File: src/rtl/flash_rst_pkg.sv
package flash_rst_pkg;
  typedef enum logic [1:0] {
    OP_IDLE      = 2'd0,
    OP_PROG      = 2'd1,
    OP_ERASE     = 2'd2,
    OP_SUSP_PROG = 2'd3
  } op_kind_e;

  typedef enum logic [2:0] {
    ST_READ  = 3'd0,
    ST_QUAL  = 3'd1,
    ST_ABORT = 3'd2,
    ST_HELD  = 3'd3,
    ST_LOCK  = 3'd4
  } rst_state_e;

  function automatic int ns_to_cyc(input int ns, input int period_ps);
    return (ns * 1000 + period_ps - 1) / period_ps;
  endfunction
endpackage

File: src/rtl/flash_rst_sync.sv
module flash_rst_sync #(
  parameter int STAGES = 2
) (
  input  logic clk,
  input  logic rst,
  input  logic pin_n,
  output logic low_s
);
  logic [STAGES-1:0] sh;

  generate
    if (STAGES == 1) begin : g_one
      always_ff @(posedge clk) begin
        if (rst) sh <= '0;
        else     sh <= ~pin_n;
      end
    end else begin : g_chain
      always_ff @(posedge clk) begin
        if (rst) sh <= '0;
        else     sh <= {sh[STAGES-2:0], ~pin_n};
      end
    end
  endgenerate

  assign low_s = sh[STAGES-1];
endmodule

File: src/rtl/flash_rst_fsm.sv
module flash_rst_fsm
  import flash_rst_pkg::*;
#(
  parameter int MIN_LOW_CYC  = 50,
  parameter int RD_DELAY_CYC = 2000,
  parameter int RECOV_CYC    = 5
) (
  input  logic clk,
  input  logic rst,
  input  logic low_s,
  output logic sm_abort,
  output logic sm_hold,
  output logic dq_oe
);
  localparam int MAXC = (RD_DELAY_CYC > RECOV_CYC) ? RD_DELAY_CYC : RECOV_CYC;
  localparam int CW   = $clog2(MAXC + 2);

  rst_state_e    state;
  logic [CW-1:0] cnt;
  logic          abort_q;

  always_ff @(posedge clk) begin
    if (rst) begin
      state   <= ST_READ;
      cnt     <= '0;
      abort_q <= 1'b0;
    end else begin
      abort_q <= 1'b0;
      case (state)
        ST_READ: if (low_s) begin
          state <= ST_QUAL;
          cnt   <= CW'(1);
        end
        ST_QUAL: begin
          if (!low_s) begin
            state <= ST_READ;
          end else begin
            cnt <= cnt + 1'b1;
            if (cnt == CW'(MIN_LOW_CYC - 1)) begin
              state   <= ST_ABORT;
              abort_q <= 1'b1;
            end
          end
        end
        ST_ABORT: begin
          if (cnt == CW'(RD_DELAY_CYC)) begin
            state <= low_s ? ST_HELD : ST_LOCK;
            cnt   <= CW'(1);
          end else begin
            cnt <= cnt + 1'b1;
          end
        end
        ST_HELD: if (!low_s) begin
          state <= ST_LOCK;
          cnt   <= CW'(1);
        end
        ST_LOCK: begin
          if (low_s) begin
            state <= ST_QUAL;
            cnt   <= CW'(1);
          end else if (cnt == CW'(RECOV_CYC)) begin
            state <= ST_READ;
          end else begin
            cnt <= cnt + 1'b1;
          end
        end
        default: state <= ST_READ;
      endcase
    end
  end

  assign sm_abort = abort_q;
  assign sm_hold  = (state == ST_ABORT);
  assign dq_oe    = (state == ST_READ) && !low_s;


  abort_one_cycle_chk: assert property (@(posedge clk) disable iff (rst)
    sm_abort |=> !sm_abort);

  abort_in_hold_chk: assert property (@(posedge clk) disable iff (rst)
    sm_abort |-> sm_hold);

  hold_blocks_read_chk: assert property (@(posedge clk) disable iff (rst)
    sm_hold |-> !dq_oe);

  lock_after_hold_chk: assert property (@(posedge clk) disable iff (rst)
    $fell(sm_hold) |-> !dq_oe);

  short_drop_chk: assert property (@(posedge clk) disable iff (rst)
    (state == ST_QUAL && !low_s) |=> !sm_hold);
endmodule

File: src/rtl/flash_rst_corrupt.sv
module flash_rst_corrupt
  import flash_rst_pkg::*;
#(
  parameter int SECT_W = 4
) (
  input  logic              clk,
  input  logic              rst,
  input  logic              abort,
  input  logic [1:0]        op_kind,
  input  logic [SECT_W-1:0] op_sector,
  output logic              flag,
  output logic              erase,
  output logic [SECT_W-1:0] sector
);
  op_kind_e kind;
  assign kind = op_kind_e'(op_kind);

  always_ff @(posedge clk) begin
    if (rst) begin
      flag   <= 1'b0;
      erase  <= 1'b0;
      sector <= '0;
    end else if (abort && kind != OP_IDLE) begin
      flag   <= 1'b1;
      erase  <= (kind == OP_ERASE);
      sector <= op_sector;
    end
  end


  flag_needs_abort_chk: assert property (@(posedge clk) disable iff (rst)
    $rose(flag) |-> $past(abort));

  sector_stable_chk: assert property (@(posedge clk) disable iff (rst)
    !$past(abort) |-> $stable(sector));
endmodule

File: src/rtl/flash_rst_seq.sv
module flash_rst_seq
  import flash_rst_pkg::*;
#(
  parameter int CLK_PERIOD_PS = 10000,
  parameter int MIN_LOW_NS    = 500,
  parameter int RD_DELAY_NS   = 20000,
  parameter int RECOV_NS      = 50,
  parameter int SYNC_STAGES   = 2,
  parameter int SECT_W        = 4
) (
  input  logic              clk,
  input  logic              rst,
  input  logic              rst_pin_n,
  input  logic [1:0]        op_kind,
  input  logic [SECT_W-1:0] op_sector,
  output logic              standby,
  output logic              rdy_valid,
  output logic              dq_oe,
  output logic              sm_abort,
  output logic              sm_hold,
  output logic              corrupt_flag,
  output logic              corrupt_erase,
  output logic [SECT_W-1:0] corrupt_sector
);
  localparam int MIN_LOW_CYC  = ns_to_cyc(MIN_LOW_NS, CLK_PERIOD_PS);
  localparam int RD_DELAY_CYC = ns_to_cyc(RD_DELAY_NS, CLK_PERIOD_PS);
  localparam int RECOV_CYC    = ns_to_cyc(RECOV_NS, CLK_PERIOD_PS);

  logic low_s;

  flash_rst_sync #(.STAGES(SYNC_STAGES)) u_sync (
    .clk(clk), .rst(rst), .pin_n(rst_pin_n), .low_s(low_s)
  );

  flash_rst_fsm #(
    .MIN_LOW_CYC(MIN_LOW_CYC), .RD_DELAY_CYC(RD_DELAY_CYC), .RECOV_CYC(RECOV_CYC)
  ) u_fsm (
    .clk(clk), .rst(rst), .low_s(low_s),
    .sm_abort(sm_abort), .sm_hold(sm_hold), .dq_oe(dq_oe)
  );

  flash_rst_corrupt #(.SECT_W(SECT_W)) u_corrupt (
    .clk(clk), .rst(rst), .abort(sm_abort), .op_kind(op_kind), .op_sector(op_sector),
    .flag(corrupt_flag), .erase(corrupt_erase), .sector(corrupt_sector)
  );

  assign standby   = low_s;
  assign rdy_valid = !low_s;


  standby_hiz_chk: assert property (@(posedge clk) disable iff (rst)
    standby |-> !dq_oe);

  powerup_read_chk: assert property (@(posedge clk) disable iff (rst)
    $past(rst) |-> (dq_oe && !sm_hold && !corrupt_flag));
endmodule

File: config.mk
export PLATFORM = sky130hd
export DESIGN_NAME = flash_rst_seq
export DESIGN_NICKNAME = d
export VERILOG_FILES = /design/src/rtl/flash_rst_pkg.sv /design/src/rtl/flash_rst_sync.sv /design/src/rtl/flash_rst_fsm.sv /design/src/rtl/flash_rst_corrupt.sv /design/src/rtl/flash_rst_seq.sv
export SDC_FILE = /design/constraint.sdc
export NUM_CORES = 1
export LEC_CHECK = 0
export BUFFER_PORTS_ARGS = -buffer_cell sky130_fd_sc_hd__buf_2
export CORE_MARGIN = 2
export CORE_UTILIZATION = 49
export CTS_BUF_LIST = sky130_fd_sc_hd__clkbuf_4 sky130_fd_sc_hd__clkbuf_8 sky130_fd_sc_hd__clkbuf_16
export CTS_CLUSTER_DIAMETER = 40
export DETAILED_ROUTE_END_ITERATION = 16
export GPL_ROUTABILITY_DRIVEN = 1
export HOLD_SLACK_MARGIN = 0.02
export MAX_ROUTING_LAYER = met4
export PLACE_DENSITY = 0.84
export SLEW_MARGIN = 20
export SYNTH_ARGS = -nofsm -noshare
export SYNTH_HDL_FRONTEND = slang
export SYNTH_SLANG_ARGS = --single-unit
File: constraint.sdc
create_clock -name clk -period 1.9 [get_ports clk]
set_clock_uncertainty 0.2 [all_clocks]
set_input_delay 0.19 -clock clk [delete_from_list [all_inputs] [get_ports clk]]
set_output_delay 0.19 -clock clk [all_outputs]
set_load 0.01 [all_outputs]
; Word-level counts from Yosys, hierarchy flattened
; Index checks and enable logic that the tools add are counted.
[classes]
n_addsub = 1
n_eq_ne = 15
mux = 17
n_bitwise = 3
n_reduce_logical = 9
[ops]
columns = operator, count
row1 = 11-bit 2-to-1 mux, 6
row2 = 11-bit one-hot mux with 5 select lines, 1
row3 = 3-bit 2-to-1 mux, 8
row4 = 3-bit one-hot mux with 5 select lines, 1
row5 = "11-bit by 1-bit adder with 11-bit output, second input constant", 1
row6 = "11-bit == test, second input constant", 1
row7 = "11-bit by 3-bit == test with 1-bit output, second input constant", 1
row8 = "11-bit by 6-bit == test with 1-bit output, second input constant", 1
row9 = 5-bit AND reduction, 2
row10 = "3-bit by 2-bit == test with 1-bit output, second input constant", 2
row11 = "2-bit inequality test, second input constant", 3
row12 = "3-bit by 2-bit inequality test with 1-bit output, second input constant", 2
row13 = 5-bit nonzero test, 1
row14 = "3-bit by 1-bit == test with 1-bit output, second input constant", 1
row15 = "3-bit == test, second input constant", 1
row16 = 3-bit zero test, 1
row17 = "3-bit inequality test, second input constant", 1
row18 = 1-bit inverter, 3
row19 = 3-bit OR reduction, 1
row20 = "2-bit == test, second input constant", 1
row21 = 1-bit logical AND, 2
row22 = "2-bit by 1-bit inequality test with 1-bit output, second input constant", 1
row23 = 2-bit nonzero test, 1
row24 = 1-bit zero test, 1
row25 = 1-bit 2-to-1 mux, 1
[totals]
register_bits = 23
input_bits = 9
output_inout_bits = 11
wordCells = 52

; Logic depth before layout (Yosys ltp)
; Gate-level depths: netlist (run 1).
[depth]
word_depth = 4
ltp_mapped = 8
depth_no_buf = 7

; Modules after synthesis
; From an unflattened synthesis (run 1), not the netlist that was laid out.
[unflattened]
cells_unflattened = 163
area_unflattened_um2 = 1418.9
[by_module_without_submodules]
columns = module, instances, cells_per_inst, area_each_um2, seq_area_each_um2
row1 = flash_rst_fsm, 1, 135, 1113.6, 300.3
row2 = flash_rst_corrupt, 1, 23, 251.5, 120.1
row3 = flash_rst_sync, 1, 4, 50.0, 40.0
row4 = flash_rst_seq, 1, 1, 3.8, 0.0

; Worst setup path before layout (run 1)
; OpenSTA, ideal clock, no wires.
[synth_timing]
path_kind = reg2reg
startpoint = reg u_fsm.cnt[3]
endpoint = reg u_fsm.state[0]
setup_ps = 71
arrival_ps = 1752
required_time_ps = 1629
setup_slack_ps = -123
stages_incl_launch_ff = 6
n_path_buf = 1
cell_sequence = dfxtp_1 > buf_6 > or4b_4 > o31ai_2 > or4b_1 > a21oi_1
[synth_between]
elab_chain_len = 3
word_cells_on_any_way = 7
classes_between = 6 x eq/ne / 1 x reduce/logical
[synth_lines]
columns = item, line
row1 = "start, declared", flash_rst_fsm.sv:19  ; logic [CW-1:0] cnt;
row2 = "start signal, assigned", flash_rst_fsm.sv:38  ; cnt <= cnt + 1'b1;
row3 = "start signal, assigned", flash_rst_fsm.sv:50  ; cnt <= cnt + 1'b1;
row4 = "start signal, assigned", flash_rst_fsm.sv:64  ; cnt <= cnt + 1'b1;
row5 = "11-bit by 6-bit == test with 1-bit output, or another cell as far along", flash_rst_fsm.sv:39  ; if (cnt == CW'(MIN_LOW_CYC - 1)) begin
row6 = 3-bit by 2-bit inequality test with 1-bit output (no line) or 2-bit by 1-bit inequality test with 1-bit output (tied branches), n/a
row7 = 5-bit AND reduction (no line) (*), n/a
row8 = "end signal, assigned", flash_rst_fsm.sv:47  ; state <= low_s ? ST_HELD : ST_LOCK;
row9 = "end, declared", flash_rst_fsm.sv:18  ; rst_state_e state;
; Mark *: on every way between the ends. The rest lies on a longest branch, timed or not.
; A chain may end at the register's enable or synchronous reset.

; Worst setup path in the final report (run 1)
[layout_timing]
startpoint = reg u_fsm.cnt[2]
endpoint = reg u_fsm.state[0]
; Same word-level chain as after synthesis.

==> results of run 1 <==
timing repair:
action	CTS	global route
resized for setup	5	6
buffers inserted	1	0
pin swaps	2	2
hold buffers	7	0
endpoints found under the hold margin	6	0
endpoints found under the setup margin	5	12
worst min-delay path by stage:
stage               from                      end  slack, ns  cells after the start
3_5_place_dp   rst_pin_n  u_sync.sh[0]$_SDFF_PP0_       0.14                      2
2_1_floorplan  rst_pin_n  u_sync.sh[0]$_SDFF_PP0_       0.06                      1
4_1_cts              rst  u_sync.sh[0]$_SDFF_PP0_       0.06                      2
3_3_place_gp   rst_pin_n  u_sync.sh[0]$_SDFF_PP0_       0.14                      2
5_1_grt              rst  u_sync.sh[1]$_SDFF_PP0_       0.07                      2
6_report             rst  u_sync.sh[0]$_SDFF_PP0_       0.06                      2
routing by layer:
metal	wire, µm	vias to the layer above	GRT usage
met5	0	-	-
met4	67	0	0.0812
met3	136	8	0.0593
met2	1650	48	0.460
met1	1290	581	0.287
li1	-	590	-
stage by stage:
stage	setup slack [ns]	power, mW
2_1_floorplan	-0.110	0.532
3_3_place_gp	-0.0114	0.553
3_5_place_dp	-0.0899	0.556
4_1_cts	-0.0480	0.795
5_1_grt	-0.126	0.822
6_report	-0.0506	0.794
cell usage in the layout (no fill, tap or decap), types with 3 or more instances in the layout:
cell / synthesis / final
nor2b_1: 3 / 3
buf_4: 0 / 19
dlygate4sd3_1: 0 / 7
dfxtp_1: 23 / 19
nand3_1: 14 / 13
xor2_1: 3 / 3
a21oi_1: 6 / 6
nor2_1: 18 / 18
clkbuf_4: 0 / 4
mux2i_1: 4 / 4
nand2_1: 9 / 9
buf_2: 3 / 19
dfxtp_2: 0 / 4
nor4_1: 4 / 4
a31oi_1: 5 / 5
synth_stat cells (all sizes together) (2+ instances only):
| master | count |
|---|---|
| a21o | 2 |
| o21ai | 4 |
| a21oi | 7 |
| nor2b | 3 |
| or4b | 3 |
| mux2i | 4 |
| a311oi | 2 |
| nor4 | 4 |
| xor2 | 3 |
| buf | 5 |
| dfxtp | 23 |
| and3 | 3 |
| clkbuf | 5 |
| ha | 3 |
| nor2 | 18 |
| xnor2 | 2 |
| nand4b | 2 |
| nor3b | 2 |
| inv | 4 |
| a31oi | 5 |
| nand3 | 14 |
| nand2 | 9 |
| nor3 | 2 |
power by group:
group / switching, mW / leakage [nW] / internal (mW) / total [mW]
Combinational: 0.0347 / 0.458 / 0.0330 / 0.0677
Sequential: 0.00421 / 0.188 / 0.486 / 0.490
Clock: 0.140 / 0.0184 / 0.0963 / 0.236
Total: 0.179 / 0.664 / 0.615 / 0.794
layout make-up:
| cell class | count | area [µm²] | share of cell area |
|---|---|---|---|
| Clock buffer | 4 | 30.0 | 0.0193 |
| Inverter | 4 | 15.0 | 0.00965 |
| Multi-Input combinational cell | 104 | 703 | 0.452 |
| Sequential cell | 23 | 465 | 0.299 |
| Tap cell | 28 | 35.0 | 0.0225 |
| Timing Repair Buffer | 45 | 308 | 0.198 |
flip-flops by register name (all words and copies together) (netlist names):
signal,flops
u_fsm.state,3
u_corrupt.erase,1
u_fsm.cnt,11
u_corrupt.sector,4
u_corrupt.flag,1
u_sync.sh,2
u_fsm.sm_abort,1
cell families after synthesis:
group,after synthesis,share of synthesized area
simple gates,65,0.296
xor+xnor,5,0.0371
fa+ha+maj,3,0.0318
buf+inv,14,0.0540
flops,23,0.390
compound gates,27,0.158
mux,4,0.0339
==> results.cfg, run 1 <==
[outcome]
status = complete, but fails checks
violations = setup timing

[setup_path]
crit_required_ns = 1.95
endpoint = u_fsm.state[0]$_SDFFE_PP0P_
cp-end-kind = flop
reg2reg_from = u_fsm.cnt[2]$_SDFFE_PP0P_
path_depth = 4
r2r-end = u_fsm.state[0]$_SDFFE_PP0P_
critical_path_buf_inv_count = 0
arrival_ns = 2.00
crit_path_max_fanout = 2
critPathMaxStageDelay_ns = 0.55
cp-startpoint = u_fsm.cnt[2]$_SDFFE_PP0P_
regToRegSetupSlack_ns = -0.05
worst-r2r-cell-count = 4
crit_chain = or4b_4 > o31ai_4 > or4b_1 > a21oi_1
crit_family = simple AND/OR/NAND/NOR gates
critPathKind = flop to flop
worstSetupStartpointType = flop
slowest_stage = or4b_4

[sta]
max_slew.worst_pin.slew_ns = 0.550
setup_ws_ns = -0.0506
tns_ns = -0.0609
finalHoldViolations = 0
min_period_over_period = 1.03
whs_ns = 0.0615
fmax_mhz = 513
final_max_slew_viol_count = 0
post-route-min-period_ns = 1.95
relSlewSlack = 0.631
rsz0062_at_grt = true
setup_violations = 2

[power]
power_density_nw_per_um2 = 510
vdd_ir_drop_max_mv = 0.434
p_leak_nw = 0.664

[floorplan]
io_pins = 20
die_height_um = 53.1
initial_core_util = 0.524
row_count = 17
die_area_um2 = 2820
core_um2 = 2250
die_w_um = 53.1

[finish]
final_util = 0.690
stdcell_area_um2 = 1560
fill_cells = 192
area_delta_synth_final_pct = 31.8
n_antenna_cell = 0
layout.nets = 193
fin_cells = 208
layout-drive-gt1-share = 0.328

[clocking]
path_clk_slew_ns = 0.12
clock-sinks = 23
cts_tree = yes
cts_buffers = 3
clk_latency_ns = 0.31
cts_root_buf = clkbuf_4
clk_path_buf_depth = 2
htree_levels = 1

[synthesis]
yosysUniqueCellTypes = 41
yosysSeqAreaShare = 0.390
ys_seq_elements = 23
synth_flop_cell = dfxtp_1
async_reset_ff_frac = 0
yosysTopAreaCellShare = 0.390
synth_area_um2 = 1180
synth_edf_count = 0
syn_inst = 141
yosys-top-cells-area = dfxtp_1 39%, nand3_1 5.9%, nor2_1 5.7%
synth_nets = 153
syn-mean-instance-area_um2 = 8.38
synth_area_leader_cell = dfxtp_1
yosysWarnings = 0

[hold_path]
hold_path_class = input pin to flop

[drt]
final_antenna_net_count = 0
drc = 0
viasPerCell = 5.90
wl_per_cell_um = 15.1
drtIter0Drc = 33
vias = 1227
wl_mm = 3.15
drtPass1Iterations = 7

[grt]
grt_pass1_vias = 1218
overflow = 0
grt_pass1_wl_mm = 5.29
antenna_found_initial = 0
grt_max_degree = 21
grt_usage = 0.259

[place]
gp_congestion = 0.941
place_area_um2 = 1420
io_buffers = 19
dp_hpwl_mm = 2.33
dpl.cell_count = 196

[flow_run]
cap_viol_max_count = 0
Note: power is estimated with default switching activity, not from simulation.
==> run 2, diff against run 1 <==
--- a/config.mk
+++ b/config.mk
@@ -6,15 +6,16 @@
 export NUM_CORES = 1
 export LEC_CHECK = 0
 export BUFFER_PORTS_ARGS = -buffer_cell sky130_fd_sc_hd__buf_2
+export CORE_ASPECT_RATIO = 1.2
 export CORE_MARGIN = 2
-export CORE_UTILIZATION = 49
+export CORE_UTILIZATION = 55
 export CTS_BUF_LIST = sky130_fd_sc_hd__clkbuf_4 sky130_fd_sc_hd__clkbuf_8 sky130_fd_sc_hd__clkbuf_16
 export CTS_CLUSTER_DIAMETER = 40
 export DETAILED_ROUTE_END_ITERATION = 16
 export GPL_ROUTABILITY_DRIVEN = 1
 export HOLD_SLACK_MARGIN = 0.02
 export MAX_ROUTING_LAYER = met4
-export PLACE_DENSITY = 0.84
+export PLACE_DENSITY = 0.88
 export SLEW_MARGIN = 20
 export SYNTH_ARGS = -nofsm -noshare
 export SYNTH_HDL_FRONTEND = slang
==> constraint.sdc (replaced) <==
create_clock -name clk -period 2.3 [get_ports clk]
set_clock_uncertainty 0.2 [all_clocks]
set_input_delay 0.23 -clock clk [delete_from_list [all_inputs] [get_ports clk]]
set_output_delay 0.23 -clock clk [all_outputs]
set_load 0.01 [all_outputs]
==> run 2 against run 1 <==
Effect of this change:
- the run now ends clean
- combinational power is 30% lower
- core utilization decreased by 2.4 points
- largest cell class unchanged
- largest power group unchanged
- wire length is 6.5% lower
==> results.cfg, run 2 (synthesized netlist as in run 1, its figures left out) <==
[outcome]
status = complete, no violations

[drt]
vias = 1189
final_antenna_net_count = 0
wl_per_cell_um = 15.4
viasPerCell = 6.23
wl_mm = 2.94
drc = 0
drtIter0Drc = 56
drtPass1Iterations = 4

[grt]
antenna_found_initial = 0
grt_pass1_wl_mm = 4.81
overflow = 0
grt_max_degree = 21
grt_usage = 0.272
grt_pass1_vias = 1105

[setup_path]
slowest_stage = or4b_4
critPathKind = flop to flop
crit_chain = or4b_4 > o31ai_2 > or4b_1 > a21oi_1
worst-r2r-cell-count = 4
crit_path_max_fanout = 8
arrival_ns = 2.20
cp-end-kind = flop
worstSetupStartpointType = flop
endpoint = u_fsm.state[0]$_SDFFE_PP0P_
critPathMaxStageDelay_ns = 0.50
r2r-end = u_fsm.state[0]$_SDFFE_PP0P_
crit_required_ns = 2.35
cp-startpoint = u_fsm.cnt[4]$_SDFFE_PP0P_
regToRegSetupSlack_ns = 0.15
reg2reg_from = u_fsm.cnt[4]$_SDFFE_PP0P_

[finish]
layout.nets = 174
fill_cells = 153
n_antenna_cell = 0
stdcell_area_um2 = 1370
most-common-layout-cells = 22 x dfxtp_1, 19 x buf_2, 18 x nor2_1, 14 x nand3_1, 9 x nand2_1
regMostFlops = u_fsm.cnt
fin_cells = 191
area_delta_synth_final_pct = 15.6
largest_reg_flops = 11
layout-drive-gt1-share = 0.193
layout_commonest_cell = dfxtp_1
reg_top3 = u_fsm.cnt (11), u_corrupt.sector (4), u_fsm.state (3)

[sta]
finalHoldViolations = 0
rsz0062_at_grt = false
final_max_slew_viol_count = 0
min_period_over_period = 0.936
post-route-min-period_ns = 2.15
tns_ns = 0
max_slew.worst_pin.slew_ns = 0.667
setup_violations = 0
relSlewSlack = 0.554
fmax_mhz = 464

[place]
place_area_um2 = 1270
dp_hpwl_mm = 1.99
gp_congestion = 0.842
io_buffers = 19
dpl.cell_count = 181

[floorplan]
core_um2 = 2050
row_count = 18
die_w_um = 46.3
die_area_um2 = 2540
initial_core_util = 0.576
io_pins = 20
die_height_um = 54.8

[clocking]
clk_path_buf_depth = 2
cts_root_buf = clkbuf_4
cts_tree = yes
htree_levels = 1
path_clk_slew_ns = 0.13
post-cts-setup-buffers = 0
clk_latency_ns = 0.32
cts_buffers = 3
clock-sinks = 23

[power]
p_total_mw = 0.644
vdd_ir_drop_max_mv = 0.352
power_density_nw_per_um2 = 472
p_leak_nw = 0.557

[flow_run]
cap_viol_max_count = 0

[hold_path]
hold_path_class = input pin to flop
## run 2: cell count changes in the layout (fill, tap and decap cells not counted), sizes merged
cell         previous run  this run
buf                    38        20
clkinv                  0         1
dlygate4sd3             7         6
clkbuf                  4         3
## run 2: routing by layer
| metal | vias to the layer above | GRT usage | routed length (µm) |
|---|---|---|---|
| li1 | 554 | - | - |
| met1 | 552 | 0.315 | 1130 |
| met2 | 67 | 0.438 | 1540 |
| met3 | 16 | 0.0495 | 180 |
| met4 | 0 | 0.152 | 99 |
| met5 | - | - | 0 |
## run 2: how the worst min path moves through the flow
stage                                         to       start  cells after the start  slack [ns]
finish              u_corrupt.erase$_SDFFE_PP0P_  op_kind[1]                      3        0.06
global route        u_corrupt.erase$_SDFFE_PP0P_  op_kind[1]                      3        0.08
CTS                 u_corrupt.erase$_SDFFE_PP0P_  op_kind[1]                      3        0.03
detailed placement       u_sync.sh[0]$_SDFF_PP0_   rst_pin_n                      2        0.18
global placement         u_sync.sh[0]$_SDFF_PP0_   rst_pin_n                      2        0.18
floorplan                u_sync.sh[0]$_SDFF_PP0_   rst_pin_n                      1         0.1
## run 2: power breakdown
part	internal [mW]	switching, mW	leakage [nW]
combinational	0.0222	0.0254	0.352
clock	0.0652	0.124	0.0177
sequential	0.401	0.00499	0.186
## run 2: metrics by stage
step                      utilization  setup WS (ns)  hold slack, ns
after floorplan                     -          0.277          0.0967
after global placement          0.621          0.221           0.182
after detailed placement        0.621          0.150           0.183
after CTS                       0.664          0.123          0.0282
after global routing            0.666         0.0113          0.0771
final                           0.666          0.146          0.0609
## run 2: area by class of cell
| cell class | instances | area (µm²) | area share |
|---|---|---|---|
| multi-input combinational | 104 | 661 | 0.484 |
| tap | 30 | 37.5 | 0.0275 |
| sequential | 23 | 462 | 0.338 |
| clock inverter | 1 | 5.00 | 0.00367 |
| inverter | 4 | 15.0 | 0.0110 |
| clock buffer | 3 | 22.5 | 0.0165 |
| timing repair buffer | 26 | 163 | 0.119 |
## run 2: repair_timing
item                                    4_1_cts  5_1_grt
endpoints found under the setup margin        0        5
resized for setup                             0        2
hold buffers                                  6        0
hold endpoints to repair                      6        0
## run 2: worst max-delay path: cells and delay by family, from the launching register on
family             cells  cell delay, ns
DFF                    1            0.47
and+or+nand+nor        2            0.96
AOI/OAI and AO/OA      2            0.46
